`config.mk`:
```
export PLATFORM = sky130hd
export DESIGN_NAME = pbuf_wb_filter
export DESIGN_NICKNAME = d
export VERILOG_FILES = /design/src/rtl/pbuf_pkg.sv /design/src/rtl/pbuf_tag_store.sv /design/src/rtl/pbuf_drain.sv /design/src/rtl/pbuf_wb_filter.sv
export SDC_FILE = /design/constraint.sdc
export NUM_CORES = 1
export LEC_CHECK = 0
export BUFFER_PORTS_ARGS = -buffer_cell sky130_fd_sc_hd__buf_2
export CORE_MARGIN = 4
export CORE_UTILIZATION = 50
export CTS_CLUSTER_SIZE = 14
export DETAILED_ROUTE_END_ITERATION = 10
export PLACE_DENSITY_LB_ADDON = 0.08
export REMOVE_ABC_BUFFERS = 1
export SLEW_MARGIN = 20
export SYNTH_ARGS = -nofsm -noshare
export SYNTH_HDL_FRONTEND = slang
export SYNTH_SLANG_ARGS = --single-unit
export TNS_END_PERCENT = 20
```
`constraint.sdc`:
```
create_clock -name clk_i -period 5.79 [get_ports clk_i]
set_input_delay 1.158 -clock clk_i [delete_from_list [all_inputs] [get_ports clk_i]]
set_output_delay 1.158 -clock clk_i [all_outputs]
set_load 0.005 [all_outputs]
```
`src/rtl/pbuf_pkg.sv`:
```
package pbuf_pkg;
  typedef enum logic [1:0] {
    ST_IDLE,
    ST_DRAIN,
    ST_FILL
  } ctl_state_e;
endpackage

```
`src/rtl/pbuf_tag_store.sv`:
```
module pbuf_tag_store #(
  parameter int FRAMES = 4,
  parameter int TAG_W  = 10,
  parameter int LINES  = 16,
  localparam int IDX_W  = $clog2(FRAMES),
  localparam int LINE_W = $clog2(LINES)
) (
  input  logic              clk_i,
  input  logic              rst_ni,
  input  logic [IDX_W-1:0]  look_idx_i,
  input  logic [TAG_W-1:0]  look_tag_i,
  output logic              hit_o,
  output logic              vic_valid_o,
  output logic [TAG_W-1:0]  vic_tag_o,
  output logic [LINES-1:0]  vic_dirty_o,
  input  logic              mark_en_i,
  input  logic [LINE_W-1:0] mark_line_i,
  input  logic              inst_en_i,
  input  logic [IDX_W-1:0]  inst_idx_i,
  input  logic [TAG_W-1:0]  inst_tag_i,
  input  logic [LINES-1:0]  inst_dirty_i
);
  logic             valid_q [FRAMES];
  logic [TAG_W-1:0] tag_q   [FRAMES];
  logic [LINES-1:0] dirty_q [FRAMES];

  always_ff @(posedge clk_i or negedge rst_ni) begin
    if (!rst_ni) begin
      for (int f = 0; f < FRAMES; f++) begin
        valid_q[f] <= 1'b0;
        tag_q[f]   <= '0;
        dirty_q[f] <= '0;
      end
    end else begin
      for (int f = 0; f < FRAMES; f++) begin
        if (inst_en_i && inst_idx_i == IDX_W'(f)) begin
          valid_q[f] <= 1'b1;
          tag_q[f]   <= inst_tag_i;
          dirty_q[f] <= inst_dirty_i;
        end else if (mark_en_i && look_idx_i == IDX_W'(f)) begin
          dirty_q[f][mark_line_i] <= 1'b1;
        end
      end
    end
  end

  assign vic_valid_o = valid_q[look_idx_i];
  assign vic_tag_o   = tag_q[look_idx_i];
  assign vic_dirty_o = dirty_q[look_idx_i];
  assign hit_o       = vic_valid_o && (vic_tag_o == look_tag_i);
endmodule

```
`src/rtl/pbuf_drain.sv`:
```
module pbuf_drain #(
  parameter int LINES = 16,
  localparam int LINE_W = $clog2(LINES)
) (
  input  logic              clk_i,
  input  logic              rst_ni,
  input  logic              load_i,
  input  logic [LINES-1:0]  mask_i,
  input  logic              pop_i,
  output logic              last_o,
  output logic [LINE_W-1:0] line_o
);
  logic [LINES-1:0] mask_q;
  logic [LINES-1:0] rest;

  assign rest   = mask_q & (mask_q - LINES'(1));
  assign last_o = (rest == '0);

  always_ff @(posedge clk_i or negedge rst_ni) begin
    if (!rst_ni)     mask_q <= '0;
    else if (load_i) mask_q <= mask_i;
    else if (pop_i)  mask_q <= rest;
  end

  // lowest set bit first
  always_comb begin
    line_o = '0;
    for (int i = LINES - 1; i >= 0; i--) begin
      if (mask_q[i]) line_o = LINE_W'(i);
    end
  end
endmodule

```
`src/rtl/pbuf_wb_filter.sv`:
```
module pbuf_wb_filter
  import pbuf_pkg::*;
#(
  parameter int PAGE_W = 12,
  parameter int FRAMES = 4,
  parameter int LINES  = 16,
  localparam int IDX_W  = $clog2(FRAMES),
  localparam int TAG_W  = PAGE_W - IDX_W,
  localparam int LINE_W = $clog2(LINES)
) (
  input  logic              clk_i,
  input  logic              rst_ni,
  input  logic              req_valid_i,
  input  logic              req_write_i,
  input  logic              req_stream_i,
  input  logic [PAGE_W-1:0] req_page_i,
  input  logic [LINE_W-1:0] req_line_i,
  output logic              req_ready_o,
  output logic              done_o,
  output logic              hit_o,
  output logic              busy_o,
  output logic              fill_req_o,
  output logic [PAGE_W-1:0] fill_page_o,
  input  logic              fill_done_i,
  output logic              wq_valid_o,
  output logic [PAGE_W-1:0] wq_page_o,
  output logic [LINE_W-1:0] wq_line_o,
  input  logic              wq_full_i
);
  ctl_state_e        state_q;
  logic [PAGE_W-1:0] pend_page_q, vic_page_q;
  logic [LINE_W-1:0] pend_line_q;
  logic              pend_dirty_q, done_q, hit_q;

  logic              lk_hit, vic_valid, accept, miss, pop, last, load;
  logic [TAG_W-1:0]  vic_tag;
  logic [LINES-1:0]  vic_dirty;
  logic              inst_en;

  assign accept  = req_valid_i && (state_q == ST_IDLE);
  assign miss    = accept && !lk_hit;
  assign load    = miss && vic_valid && (vic_dirty != '0);
  assign pop     = (state_q == ST_DRAIN) && !wq_full_i;
  assign inst_en = (state_q == ST_FILL) && fill_done_i;

  pbuf_tag_store #(.FRAMES(FRAMES), .TAG_W(TAG_W), .LINES(LINES)) u_tags (
    .clk_i       (clk_i),
    .rst_ni      (rst_ni),
    .look_idx_i  (req_page_i[IDX_W-1:0]),
    .look_tag_i  (req_page_i[PAGE_W-1:IDX_W]),
    .hit_o       (lk_hit),
    .vic_valid_o (vic_valid),
    .vic_tag_o   (vic_tag),
    .vic_dirty_o (vic_dirty),
    .mark_en_i   (accept && lk_hit && req_write_i && !req_stream_i),
    .mark_line_i (req_line_i),
    .inst_en_i   (inst_en),
    .inst_idx_i  (pend_page_q[IDX_W-1:0]),
    .inst_tag_i  (pend_page_q[PAGE_W-1:IDX_W]),
    .inst_dirty_i(pend_dirty_q ? (LINES'(1) << pend_line_q) : '0)
  );

  pbuf_drain #(.LINES(LINES)) u_drain (
    .clk_i (clk_i),
    .rst_ni(rst_ni),
    .load_i(load),
    .mask_i(vic_dirty),
    .pop_i (pop),
    .last_o(last),
    .line_o(wq_line_o)
  );

  always_ff @(posedge clk_i or negedge rst_ni) begin
    if (!rst_ni) begin
      state_q      <= ST_IDLE;
      pend_page_q  <= '0;
      pend_line_q  <= '0;
      pend_dirty_q <= 1'b0;
      vic_page_q   <= '0;
      done_q       <= 1'b0;
      hit_q        <= 1'b0;
    end else begin
      done_q <= (accept && lk_hit) || inst_en;
      hit_q  <= accept && lk_hit;
      unique case (state_q)
        ST_IDLE: if (miss) begin
          pend_page_q  <= req_page_i;
          pend_line_q  <= req_line_i;
          pend_dirty_q <= req_write_i && !req_stream_i;
          vic_page_q   <= {vic_tag, req_page_i[IDX_W-1:0]};
          state_q      <= load ? ST_DRAIN : ST_FILL;
        end
        ST_DRAIN: if (pop && last) state_q <= ST_FILL;
        ST_FILL:  if (fill_done_i) state_q <= ST_IDLE;
        default:  state_q <= ST_IDLE;
      endcase
    end
  end

  assign req_ready_o = (state_q == ST_IDLE);
  assign busy_o      = (state_q == ST_DRAIN);
  assign wq_valid_o  = (state_q == ST_DRAIN);
  assign wq_page_o   = vic_page_q;
  assign fill_req_o  = (state_q == ST_FILL);
  assign fill_page_o = pend_page_q;
  assign done_o      = done_q;
  assign hit_o       = hit_q;
endmodule

```
After elaboration in Yosys (flattened, before gate mapping)
Cells that the tools add are included.
- shift-type cells: 1
- magnitude comparators: 3
- $add $sub $neg: 1
- muxes and demuxes: 43
- equality and inequality tests: 12
- bitwise operators: 6
- reduce and logical (&&, ||, !) cells: 37
- operators by type and width (operator ; count):
    2-to-1 mux 16 bit ; 13
    2-to-1 mux 4 bit ; 16
    OR 16 bit ; 4
    binary-select mux 16 bit (select 2 bit) ; 1
    logical AND 1 bit ; 21
    binary-select mux 10 bit (select 2 bit) ; 1
    2-to-1 mux 10 bit ; 2
    AND 16 bit ; 1
    zero test 16 bit ; 1
    nonzero test 16 bit ; 1
    << shifter 1 x 4 -> 16 bit (first input constant) ; 1
    subtractor 16 x 1 -> 16 bit (second input constant) ; 1
    == test 10 bit ; 1
    == test 2 bit (second input constant) ; 5
    nonzero test 2 bit ; 5
    2-to-1 mux 2 bit ; 4
    == test 2 x 1 -> 1 bit (second input constant) ; 3
    zero test 2 bit ; 3
    != test 2 x 1 -> 1 bit (second input constant) ; 3
    one-hot mux 2 bit (3 select lines) ; 1
    less-than comparator 4 x 5 -> 1 bit (second input constant) ; 1
    demux 1 bit (select 4 bit) ; 1
    >= comparator 4 x 1 -> 1 bit (second input constant) ; 1
    >= comparator 3 bit (second input constant) ; 1
    other kinds (7) ; 11
- register bits: 157

Logic depth before layout (Yosys ltp)
- depth in word-level cells: 16
- depth in mapped cells: 10
- mapped depth without buffers: 7

By module
From an unflattened synthesis, not the netlist that was laid out.
- cell total of the unflattened synthesis: 694
- area, all modules: 7619.8 µm²
- modules (own cells, without submodules) (module ; area an instance (µm²) ; times used ; cells an instance):
    pbuf_tag_store ; 5108.6 ; 1 ; 447
    pbuf_wb_filter ; 1497.7 ; 1 ; 115
    pbuf_drain ; 1013.5 ; 1 ; 132

Worst setup path after synthesis
OpenSTA, ideal clock, no wires.
- path kind: input -> register
- from: input port req_page_i[1]
- to: register u_drain.mask_q[0]
- arrival time: 3072 ps
- buffers on the path: 3
- path slack: 2591 ps
- cell stages on the path: 9
- cell sequence: buf_4 > buf_4 > clkbuf_1 > mux4_2 > nor4_1 > nand4_1 > nand2_1 > nor2_4 > mux2_1
- word-level cells in the longest chain between the ends: 11
- elaborated cells between the ends (all ways): 19
- classes of those cells: 1 x eq/ne; 10 x mux; 1 x bitwise; 7 x reduce/logical
- RTL lines (what ; RTL line ; RTL):
    start, declared ; pbuf_wb_filter.sv:16 ; input logic [PAGE_W-1:0] req_page_i,
    NOT 2 -> 3 bit (implied by the code) * ; pbuf_tag_store.sv:47, pbuf_tag_store.sv:48, pbuf_tag_store.sv:49 ;
    binary-select mux 10 bit (select 2 bit) ; pbuf_tag_store.sv:48 ; assign vic_tag_o = tag_q[look_idx_i];
    2-to-1 mux 10 bit (implied by the code) (2 in a row) ; pbuf_tag_store.sv:48 ;
    == test 10 bit ; pbuf_tag_store.sv:50 ; assign hit_o = vic_valid_o && (vic_tag_o == look_tag_i);
    logical AND 1 bit ; pbuf_tag_store.sv:50 ;
    zero test 1 bit ; pbuf_wb_filter.sv:41 ; assign miss = accept && !lk_hit;
    logical AND 1 bit ; pbuf_wb_filter.sv:41 ;
    logical AND 1 bit (2 in a row) ; pbuf_wb_filter.sv:42 ; assign load = miss && vic_valid && (vic_dirty != '0);
    2-to-1 mux 16 bit / nonzero test 2 bit (equally long branches) ; -- ;
    end signal, assigned ; pbuf_drain.sv:21 ; else if (load_i) mask_q <= mask_i;
    end signal, assigned ; pbuf_drain.sv:22 ; else if (pop_i) mask_q <= rest;
    end, declared ; pbuf_drain.sv:13 ; logic [LINES-1:0] mask_q;
Mark *: on every way between the ends. The rest lies on a longest branch, timed or not. The select of a mux whose other input is x is not followed.
A chain may end at the register's enable or synchronous reset.

Worst setup path in the final report
- from: input port req_page_i[0]
- to: register u_drain.mask_q[10]
The elaborated chain is that of the path after synthesis.

==> results_dict.tcl <==
set metrics [dict create \
    drt_drc_violations_left 0 \
    vias 5886 \
    cts_sinks 155 \
    setup_viol 0 \
    tightest_slew_ns 1.09 \
    ioPinCount 57 \
    synth_enable_flop_cells 0 \
    die_h_um 133 \
    slowest_stage "buf_2" \
    dieArea_um2 17600 \
    maxCapViolations 0 \
    cp.buffers_inverters 2 \
    place_congestion 0.875 \
    critical_path_class "in2reg" \
    hold_viol 0 \
    path_delay_family "simple AND/OR/NAND/NOR gates" \
    path_max_fanout 35 \
    fin_tns_setup_ns 0 \
    fin_nets 793 \
    power.density_nw_per_um2 505 \
    synth_top_cells_by_area "dfrtp_1, mux2_2, mux4_2" \
    core_um2 15200 \
    wirelength_um 19500 \
    crit_chain "buf_2 > buf_4 > mux4_2 > o2111ai_2 > nand3_4 > nor2_4 > mux2_1" \
    rows 45 \
    rsz0062_at_grt "false" \
    wl_per_cell_um 20.1 \
    port-buffer-count 56 \
    drive_above_1_share_pct 25.7 \
    avgSynthCellArea_um2 10.7 \
    antenna_found_initial 0 \
    synth_common_cells "dfrtp_1, o21ai_0, nand2_1, mux2_2, nor2_1" \
    synthFlopType "dfrtp_1" \
    hp-class "reg2reg" \
    via_per_inst 6.06 \
    ir_drop_v 0.000240 \
    area_delta_synth_final_pct 12.5 \
    ys_types 54 \
    die_w_um 133 \
    yosysMostFrequentCell "dfrtp_1" \
    htreeDepth 4 \
    syn_inst 729 \
    dp_slack_ns 1.14 \
    slew_headroom_pct 27.2 \
    cts_tree "yes" \
    initial_core_util_pct 51.2 \
    grt_pass1_wl_um 32500 \
    slew_viol_final 0 \
    grt_pass1_vias 6001 \
    hpwl_um 13300 \
    grt_max_degree 113 \
    root_buffer "clkbuf_16" \
    n_fill_cell 1310 \
    startpoint_type "input port" \
    clkSlewWorstSetupHoldPaths_ns 0.06 \
    cts_made_buffers 17 \
    grt_usage_pct 23.2 \
    netlist_area_um2 7780 \
    drt_iter0_markers 450 \
    grt_overflow_total 0 \
    crit_start "req_page_i[0]" \
    synth_top_area_share_pct 49.9 \
    postSynth.asyncResetShare_pct 100 \
    clock_latency_ns 0.43 \
    fmax_ghz 0.242 \
    ctsHoldBuffers 0 \
    post_cts_buffers 0 \
    clk_path_buf_depth 2 \
    period_needed_ns 4.13 \
    leakage_nw 3.62 \
    skew_ns 0.00781 \
    critPathMaxStageDelay_ns 0.63 \
    ys_ff_latch 155 \
    finalCritPeriodShare_pct 71.4 \
    antenna_cells 0 \
    cp.required_ns 6.09 \
    fin_ws_ns 1.66 \
    first_pass_iters 5 \
    antenna_left 0 \
    worst_ep_arrival_time_ns 4.43 \
    cp-end-kind "flop" \
    worstHoldStart "u_tags.valid_q[1]$_DFFE_PN0P_" \
    ctsResizeCount 0 \
    yosysSeqAreaShare_pct 49.9 \
    ys_warn_count 0 \
    status "completed" \
    synth_top_area_cell "dfrtp_1" \
    rr_startpoint "u_tags.tag_q[7]$_DFFE_PN0P_" \
]
==> flip-flops by register name (all words and copies together), names as in the netlist <==
name and cells:
u_tags.dirty_q 64, u_tags.tag_q 40, u_drain.mask_q 16, fill_page_o 12
wq_page_o 10, pend_line_q 4, u_tags.valid_q 4, state_q 2
done_o 1, hit_o 1, pend_dirty_q 1
==> worst paths after layout <==
path	endpoint	slack (ns)	cells past startpoint
hold / removal	u_tags.valid_q[1]$_DFFE_PN0P_	0.47	1
setup reg to reg	u_drain.mask_q[10]$_DFFE_PN0P_	2.77	7
hold reg to reg	u_tags.valid_q[1]$_DFFE_PN0P_	0.47	1
max in group asynchronous	u_tags.dirty_q[62]$_DFFE_PN0P_	3.80	2
min in group asynchronous	u_drain.mask_q[0]$_DFFE_PN0P_	0.83	1
setup / recovery	u_drain.mask_q[10]$_DFFE_PN0P_	1.66	7
==> logic make-up (layout without fill, tap and decap cells) <==
family                   count (synthesis)  count (layout)  synth area share [%]
adder cells (fa/ha/maj)                  2               2                 0.257
flip-flops                             155             155                  49.9
XOR/XNOR                                 9               9                  1.01
AO/OA/AOI/OAI                          174             174                  12.5
multiplexers                           113             113                  19.5
AND/OR/NAND/NOR                        217             217                  13.2
buffers and inverters                   59             113                  3.60
==> layout by cell type (no fill, tap or decap), types with 10 or more instances in the layout <==
master and n:
nor2_1 57, clkbuf_16 17, mux2i_1 18, buf_4 10, mux4_2 24, buf_2 55, o21ai_0 106, inv_1 15
nand2_1 82, mux2_2 66, a21oi_1 39, dfrtp_1 155
==> power breakdown <==
group	total, mW	switching [mW]	leakage, nW	internal [mW]
sequential	1.86	0.351	1.97	1.51
clock	1.09	0.457	0.270	0.638
combinational	1.46	0.722	1.38	0.734
==> cell type report <==
type / count / area [um2] / area share, %
repair buffers: 66 / 364 / 4.16
flip-flops and latches: 155 / 3880 / 44.4
clock inverters: 13 / 144 / 1.65
inverters: 15 / 56.3 / 0.644
multi-input cells: 515 / 3630 / 41.6
well taps: 188 / 235 / 2.69
clock buffers: 19 / 433 / 4.95
==> metrics by stage <==
stage	utilization [%]	hold WS (ns)	cells	power (mW)	area (um2)
final	57.5	0.469	971	4.41	8740
after global routing	57.5	0.485	971	4.70	8740
after CTS	57.5	0.473	971	4.44	8740
after detailed placement	53.7	0.456	939	3.33	8170
after global placement	53.7	0.444	939	3.26	8160
after floorplan	-	0.429	685	2.79	7550
==> routing by layer <==
metal  part of all wire [%]  track usage [%]  vias up
li1                       -                -     2700
met1                     45             32.2     2954
met2                     47             36.4      200
met3                    5.5             4.79       32
met4                    2.1             8.55        0
met5                      0                0        -
(Power assumes the default switching activity.)
